`config.mk`:
```
export PLATFORM = sky130hd
export DESIGN_NAME = lsq_track
export DESIGN_NICKNAME = d
export VERILOG_FILES = /design/src/rtl/lsq_pkg.sv /design/src/rtl/lq_ring.sv /design/src/rtl/sq_ring.sv /design/src/rtl/lsq_track.sv
export SDC_FILE = /design/constraint.sdc
export NUM_CORES = 1
export LEC_CHECK = 0
export ABC_AREA = 1
export BUFFER_PORTS_ARGS = -buffer_cell sky130_fd_sc_hd__buf_2
export CAP_MARGIN = 20
export CORE_MARGIN = 1.5
export CORE_UTILIZATION = 60
export CTS_CLUSTER_SIZE = 8
export DETAILED_ROUTE_END_ITERATION = 10
export PLACE_DENSITY = 0.82
export SLEW_MARGIN = 40
export SYNTH_ARGS = -nofsm -noshare
export SYNTH_HDL_FRONTEND = slang
export SYNTH_SLANG_ARGS = --single-unit
```
`constraint.sdc`:
```
create_clock -name clk -period 8.6 [get_ports clk]
set_clock_uncertainty 0.1 [all_clocks]
set_input_delay 2.58 -clock clk [delete_from_list [all_inputs] [get_ports clk]]
set_output_delay 2.58 -clock clk [all_outputs]
set_load 0.005 [all_outputs]
```
`src/rtl/lsq_pkg.sv`:
```
package lsq_pkg;
  // Position after moving n slots forward on a ring of the given size.
  function automatic int ring_step(int p, int n, int slots);
    return (p + n) % slots;
  endfunction

  // Distance from the head to a slot, walking forward on the ring.
  function automatic int ring_dist(int idx, int head, int slots);
    return (idx + slots - head) % slots;
  endfunction

  // Usable entries left once the sentinel slot is set aside.
  function automatic int free_of(int slots, int cnt);
    return slots - 1 - cnt;
  endfunction

  function automatic int min2(int a, int b);
    return (a < b) ? a : b;
  endfunction
endpackage

```
`src/rtl/lq_ring.sv`:
```
module lq_ring
  import lsq_pkg::*;
#(
  parameter int SLOTS = 8,
  parameter int SEQ_W = 16,
  localparam int PW = $clog2(SLOTS)
) (
  input  logic             clk,
  input  logic             rst_n,
  input  logic             alloc_i,
  input  logic [SEQ_W-1:0] seq_i,
  input  logic             commit_i,
  input  logic [SEQ_W-1:0] commit_seq_i,
  input  logic             squash_i,
  input  logic [SEQ_W-1:0] squash_seq_i,
  output logic [PW-1:0]    cnt_o,
  output logic [PW-1:0]    tail_o,
  output logic             full_o
);
  logic [SEQ_W-1:0] seq_q [SLOTS];
  logic [PW-1:0]    head_q, cnt_q;
  logic [SLOTS-1:0] live;
  logic             take;
  int               retire_n, keep_n;

  always_comb begin
    retire_n = 0;
    keep_n   = 0;
    for (int i = 0; i < SLOTS; i++) begin
      live[i] = ring_dist(i, int'(head_q), SLOTS) < int'(cnt_q);
      if (live[i] && seq_q[i] <  commit_seq_i) retire_n++;
      if (live[i] && seq_q[i] <= squash_seq_i) keep_n++;
    end
  end

  assign full_o = int'(cnt_q) >= SLOTS - 1;
  assign take   = alloc_i && !full_o && !squash_i;
  assign tail_o = PW'(ring_step(int'(head_q), int'(cnt_q), SLOTS));
  assign cnt_o  = cnt_q;

  always_ff @(posedge clk) begin
    if (!rst_n) begin
      head_q <= '0;
      cnt_q  <= '0;
      for (int i = 0; i < SLOTS; i++) seq_q[i] <= '0;
    end else if (squash_i) begin
      cnt_q <= PW'(keep_n);
    end else begin
      if (commit_i) begin
        head_q <= PW'(ring_step(int'(head_q), retire_n, SLOTS));
        cnt_q  <= PW'(int'(cnt_q) - retire_n + int'(take));
      end else begin
        cnt_q  <= PW'(int'(cnt_q) + int'(take));
      end
      if (take) seq_q[tail_o] <= seq_i;
    end
  end

  a_r2_lq_bound: assert property (@(posedge clk) disable iff (!rst_n)
    int'(cnt_q) <= SLOTS - 1) else $error("R2 load count beyond capacity");
  a_r2_lq_full_blocks: assert property (@(posedge clk) disable iff (!rst_n)
    (alloc_i && full_o) |=> cnt_q <= $past(cnt_q)) else $error("R2 load allocated while full");
  a_r9_lq_squash_head: assert property (@(posedge clk) disable iff (!rst_n)
    squash_i |=> (head_q == $past(head_q) && cnt_q <= $past(cnt_q))) else $error("R9 squash moved load head");
endmodule

```
`src/rtl/sq_ring.sv`:
```
module sq_ring
  import lsq_pkg::*;
#(
  parameter int SLOTS = 8,
  parameter int SEQ_W = 16,
  localparam int PW = $clog2(SLOTS)
) (
  input  logic             clk,
  input  logic             rst_n,
  input  logic             alloc_i,
  input  logic [SEQ_W-1:0] seq_i,
  input  logic             commit_i,
  input  logic [SEQ_W-1:0] commit_seq_i,
  input  logic             squash_i,
  input  logic [SEQ_W-1:0] squash_seq_i,
  input  logic             mem_blocked_i,
  input  logic             send_i,
  input  logic             ack_i,
  input  logic [PW-1:0]    ack_idx_i,
  output logic [PW-1:0]    cnt_o,
  output logic [PW-1:0]    tail_o,
  output logic             full_o,
  output logic             wb_ready_o,
  output logic [PW-1:0]    wb_idx_o,
  output logic             wb_fire_o
);
  logic [SEQ_W-1:0] seq_q [SLOTS];
  logic [SLOTS-1:0] can_wb_q, cmt_q, done_q, live;
  logic [PW-1:0]    head_q, cnt_q, sent_q, wb_ptr_q;
  logic             take, rel;
  int               keep_n, base_n;

  always_comb begin
    keep_n = 0;
    for (int i = 0; i < SLOTS; i++) begin
      live[i] = ring_dist(i, int'(head_q), SLOTS) < int'(cnt_q);
      if (live[i] && (seq_q[i] <= squash_seq_i || cmt_q[i])) keep_n++;
    end
  end

  assign full_o     = int'(cnt_q) >= SLOTS - 1;
  assign take       = alloc_i && !full_o && !squash_i;
  assign tail_o     = PW'(ring_step(int'(head_q), int'(cnt_q), SLOTS));
  assign cnt_o      = cnt_q;
  assign wb_idx_o   = wb_ptr_q;
  assign wb_ready_o = (sent_q < cnt_q) && can_wb_q[wb_ptr_q] && !done_q[wb_ptr_q] && !mem_blocked_i;
  assign wb_fire_o  = wb_ready_o && send_i;
  assign rel        = (sent_q != '0) && done_q[head_q];
  assign base_n     = squash_i ? keep_n : int'(cnt_q);

  always_ff @(posedge clk) begin
    if (!rst_n) begin
      head_q   <= '0;
      cnt_q    <= '0;
      sent_q   <= '0;
      wb_ptr_q <= '0;
      can_wb_q <= '0;
      cmt_q    <= '0;
      done_q   <= '0;
      for (int i = 0; i < SLOTS; i++) seq_q[i] <= '0;
    end else begin
      cnt_q    <= PW'(base_n - int'(rel) + int'(take));
      sent_q   <= PW'(int'(sent_q) - int'(rel) + int'(wb_fire_o));
      head_q   <= PW'(ring_step(int'(head_q), int'(rel), SLOTS));
      wb_ptr_q <= PW'(ring_step(int'(wb_ptr_q), int'(wb_fire_o), SLOTS));
      for (int i = 0; i < SLOTS; i++) begin
        if (take && i == int'(tail_o)) begin
          seq_q[i]    <= seq_i;
          can_wb_q[i] <= 1'b0;
          cmt_q[i]    <= 1'b0;
          done_q[i]   <= 1'b0;
        end else begin
          if (commit_i && !squash_i && live[i] && seq_q[i] < commit_seq_i) begin
            cmt_q[i]    <= 1'b1;
            can_wb_q[i] <= 1'b1;
          end
          if (ack_i && i == int'(ack_idx_i)) done_q[i] <= 1'b1;
        end
      end
    end
  end

  a_r2_sq_bound: assert property (@(posedge clk) disable iff (!rst_n)
    int'(cnt_q) <= SLOTS - 1) else $error("R2 store count beyond capacity");
  a_r6_send_committed: assert property (@(posedge clk) disable iff (!rst_n)
    wb_fire_o |-> (cmt_q[wb_ptr_q] && !mem_blocked_i)) else $error("R6 uncommitted store sent");
  a_r7_wb_step: assert property (@(posedge clk) disable iff (!rst_n)
    wb_fire_o |=> wb_ptr_q == PW'(ring_step(int'($past(wb_ptr_q)), 1, SLOTS))) else $error("R7 pointer step");
  a_r8_sent_inside: assert property (@(posedge clk) disable iff (!rst_n)
    sent_q <= cnt_q) else $error("R8 sent stores outside window");
  a_r9_sq_squash_shrinks: assert property (@(posedge clk) disable iff (!rst_n)
    squash_i |=> cnt_q <= $past(cnt_q)) else $error("R9 squash grew store queue");
endmodule

```
`src/rtl/lsq_track.sv`:
```
module lsq_track
  import lsq_pkg::*;
#(
  parameter int LQ_SLOTS = 8,
  parameter int SQ_SLOTS = 8,
  parameter int SEQ_W    = 16,
  localparam int LPW    = $clog2(LQ_SLOTS),
  localparam int SPW    = $clog2(SQ_SLOTS),
  localparam int FREE_W = (LPW > SPW) ? LPW : SPW
) (
  input  logic             clk,
  input  logic             rst_n,
  input  logic             ld_alloc_i,
  input  logic [SEQ_W-1:0] ld_seq_i,
  input  logic             st_alloc_i,
  input  logic [SEQ_W-1:0] st_seq_i,
  input  logic             commit_i,
  input  logic [SEQ_W-1:0] commit_seq_i,
  input  logic             squash_i,
  input  logic [SEQ_W-1:0] squash_seq_i,
  input  logic             mem_blocked_i,
  input  logic             st_send_i,
  input  logic             st_ack_i,
  input  logic [SPW-1:0]   st_ack_idx_i,
  input  logic             ld_mem_i,
  output logic             lq_full_o,
  output logic             sq_full_o,
  output logic             any_full_o,
  output logic [FREE_W-1:0] free_o,
  output logic [LPW-1:0]   ld_cnt_o,
  output logic [SPW-1:0]   st_cnt_o,
  output logic [LPW-1:0]   ld_tail_o,
  output logic [SPW-1:0]   st_tail_o,
  output logic             wb_ready_o,
  output logic [SPW-1:0]   wb_idx_o,
  output logic [1:0]       ports_used_o
);
  logic wb_fire;

  lq_ring #(.SLOTS(LQ_SLOTS), .SEQ_W(SEQ_W)) u_lq (
    .clk(clk), .rst_n(rst_n),
    .alloc_i(ld_alloc_i), .seq_i(ld_seq_i),
    .commit_i(commit_i), .commit_seq_i(commit_seq_i),
    .squash_i(squash_i), .squash_seq_i(squash_seq_i),
    .cnt_o(ld_cnt_o), .tail_o(ld_tail_o), .full_o(lq_full_o)
  );

  sq_ring #(.SLOTS(SQ_SLOTS), .SEQ_W(SEQ_W)) u_sq (
    .clk(clk), .rst_n(rst_n),
    .alloc_i(st_alloc_i), .seq_i(st_seq_i),
    .commit_i(commit_i), .commit_seq_i(commit_seq_i),
    .squash_i(squash_i), .squash_seq_i(squash_seq_i),
    .mem_blocked_i(mem_blocked_i), .send_i(st_send_i),
    .ack_i(st_ack_i), .ack_idx_i(st_ack_idx_i),
    .cnt_o(st_cnt_o), .tail_o(st_tail_o), .full_o(sq_full_o),
    .wb_ready_o(wb_ready_o), .wb_idx_o(wb_idx_o), .wb_fire_o(wb_fire)
  );

  assign any_full_o   = lq_full_o || sq_full_o;
  assign free_o       = FREE_W'(min2(free_of(LQ_SLOTS, int'(ld_cnt_o)),
                                     free_of(SQ_SLOTS, int'(st_cnt_o))));
  assign ports_used_o = {1'b0, ld_mem_i} + {1'b0, wb_fire};

  a_r3_full_no_free: assert property (@(posedge clk) disable iff (!rst_n)
    any_full_o |-> free_o == '0) else $error("R3 free entries while full");
  a_r10_port_sources: assert property (@(posedge clk) disable iff (!rst_n)
    (ports_used_o == 2'd2) |-> (ld_mem_i && wb_ready_o && st_send_i)) else $error("R10 port count");
endmodule

```
==> metrics.txt <==
placed insts between 3000 and 4000; total iterations of the first detailed-routing run 5; Async S/R FF share, synth 0; Clock Tree Root clkbuf_16; Post-DP HPWL roughly 55000 um; CP endpoint kind flip-flop; number of synthesized register bits between 200 and 300; setup slack, reg-to-reg between 2 and 2.5 ns; area delta synth->final 11.1%; Lkg Pwr 13.3 nW; crit-path max FO 4; Placeable Area 39500 um^2; Synth Area in Compound Gates 0.113; global-route wire length before repair about 110000 um; CP startpoint squash_seq_i[1]; share of cells above drive strength 1 0.0805; Synth cell types 50; clk buf depth 3; Avg WL per Cell ~21 um; Yosys top cell area share 0.321; Pwr Total 7.41 mW; r2r endpoint u_sq.cnt_o[2]; H-tree levels 2; mux cell area share after synthesis 0; Vias 21100; top post-synthesis cells by count ha_1, nand2_1, nor2_1; register area share after synthesis 0.349; Port-buffer cells 100; Crit Path Class primary input to flip-flop; final setup fails 0; main combinational cell family by area after synthesis adder cells; RSZ-0062 raised after global routing false; VDD IR max about 360 uV; crit path time final 8.15 ns; die area a little over 40000 um^2; clock slew at reported path FFs approximately 0.060 ns; dominant cells by area after synthesis edfxtp_1, ha_1, nand2_1; Setup TNS 0 ns; clk sinks slightly below 300; Worst-Skew Late Latency between 0.5 and 0.6 ns; Top cell by count, worst path nand2_1; Vias/cell just over 6; Hold Vio Cnt, Final 0; final worst-path cycle share 0.948; Slew headroom 0.436; IO Count 101; Setup crit start kind primary input; Post-Syn Area per Cell just under 9 um^2; Synth Area in Adders 0.304; Crit-path slowest cell fa_1; number of synthesized flops with an enable pin 256; top-count cell post-synth ha_1; fin cells 3418; cts hold-fix bufs 0; largest net degree at the start of global routing 47; yosys warns 0; Worst Reg2Reg Path Length in Cells 33; actual slew at the worst max-slew pin 0.844 ns; diodes inserted 0; Final Instance Area 26700 um^2; vias in the first global route 21100; Placed Area 25500 um^2; setup bufs post-CTS 0; Synth Area in XOR/XNOR 0.00887; Synth Instances about 2700; max cap viols 0; area of the mapped netlist 24000 um^2; DRT Wirelength approximately 73000 um; total track usage 0.355; Overflow after GRT 0; Synthesized Nets around 3400; Die Height 203 um; maximum clock frequency 0.123 GHz; Starting Density 0.606; DRT antenna net count 0; CP arrival around 8.6 ns; Site Rows 73; Main synth FF type edfxtp_1; Cell Pwr Density 278 nW/um^2; post-synth top area cell edfxtp_1; # DRC 0; crit path to u_sq.cnt_o[2]; Worst Hold Class flip-flop to flip-flop; initial antenna violation count 0; CTS Buf Count between 40 and 50; Critical R2R Launch u_sq.head_q[1]; Core Util, Final 0.674; simple-gate share of the synthesized area 0.176; slowest stage delay, CP around 0.45 ns; 1st-iter DRT viols roughly 1700; max-slew violations 0; gpl congestion approximately 0.97; required time worst endpoint 9.01 ns; CTS tree built; nets@finish around 3500; die width 203 um; status completed
how the worst min path moves through the flow:
stage | start | to | slack [ns] | cells past startpoint
final | u_sq.done_q[1] | u_sq.done_q[1] | 0.39 | 2
after global routing | u_sq.done_q[1] | u_sq.done_q[1] | 0.43 | 2
after CTS | u_sq.done_q[1] | u_sq.done_q[1] | 0.39 | 2
after detailed placement | u_sq.done_q[1] | u_sq.done_q[1] | 0.38 | 2
after global placement | u_sq.done_q[1] | u_sq.done_q[1] | 0.37 | 2
after floorplan | u_sq.cmt_q[3] | u_sq.cmt_q[3] | 0.34 | 2
what timing repair did:
action / CTS / global route
endpoints found under the hold margin: 0 / 0
setup endpoints to repair: 0 / 1
resized for setup: 0 / 1
layout by cell type, fill, tap and decap left out, types with 34 or more instances in the layout:
| cell type | instances |
|---|---|
| inv_1 | 295 |
| nand2_1 | 458 |
| o21ai_0 | 90 |
| nand4_1 | 43 |
| nor2_1 | 352 |
| buf_2 | 100 |
| dfxtp_1 | 34 |
| edfxtp_1 | 256 |
| a21oi_1 | 276 |
| ha_1 | 573 |
| nand3_1 | 97 |
| buf_4 | 54 |
| clkbuf_16 | 43 |
per-stage QoR:
step | hold slack [ns] | setup WS (ns)
after detailed placement | 0.379 | -0.0260
final | 0.392 | 0.446
after CTS | 0.392 | 0.429
after global placement | 0.375 | 0.133
after global routing | 0.430 | 0.00612
after floorplan | 0.343 | 0.442
worst max-delay path: cells and delay by family:
family	cells	cell delay [ns]
xor gates and xnor gates	1	0.24
adders and majority gates	8	2.35
AOI/OAI and AO/OA	6	1.19
and+or+nand+nor	15	1.82
buffers and inverters	4	0.37
cell families (layout without fill, tap and decap cells):
family / after synthesis / count (layout)
simple gates: 1020 / 1020
xor+xnor: 20 / 20
compound gates: 479 / 479
flops: 290 / 290
buf+inv: 319 / 505
fa+ha+maj: 579 / 579
per-layer routing:
layer	share of wire	track usage
met5	0	0
met1	0.37	0.407
met3	0.079	0.0589
met2	0.47	0.599
met4	0.081	0.261
layout make-up:
| class | count | area, um^2 |
|---|---|---|
| multi-input cells | 2098 | 14400 |
| fillers | 3076 | 12900 |
| flip-flops and latches | 290 | 8370 |
| clock buffers | 53 | 1110 |
| inverters | 295 | 1110 |
| repair buffers | 154 | 906 |
| well taps | 525 | 657 |
| clock inverters | 3 | 58.8 |
sequential cells by signal, indices dropped and copies added (netlist names), 3 cells and up:
signal         flops
u_lq.head_q        3
u_sq.head_q        3
u_lq.cnt_o         3
u_sq.sent_q        3
u_sq.wb_idx_o      3
u_sq.cmt_q         7
u_lq.seq_q       128
u_sq.cnt_o         3
u_sq.done_q        8
u_sq.seq_q       128
report_power, final:
part | internal (mW) | switching (mW)
Clock | 0.927 | 0.641
Combinational | 1.57 | 2.48
Sequential | 1.69 | 0.109
Total | 4.18 | 3.23
Note: power is estimated with default switching activity, not from simulation.
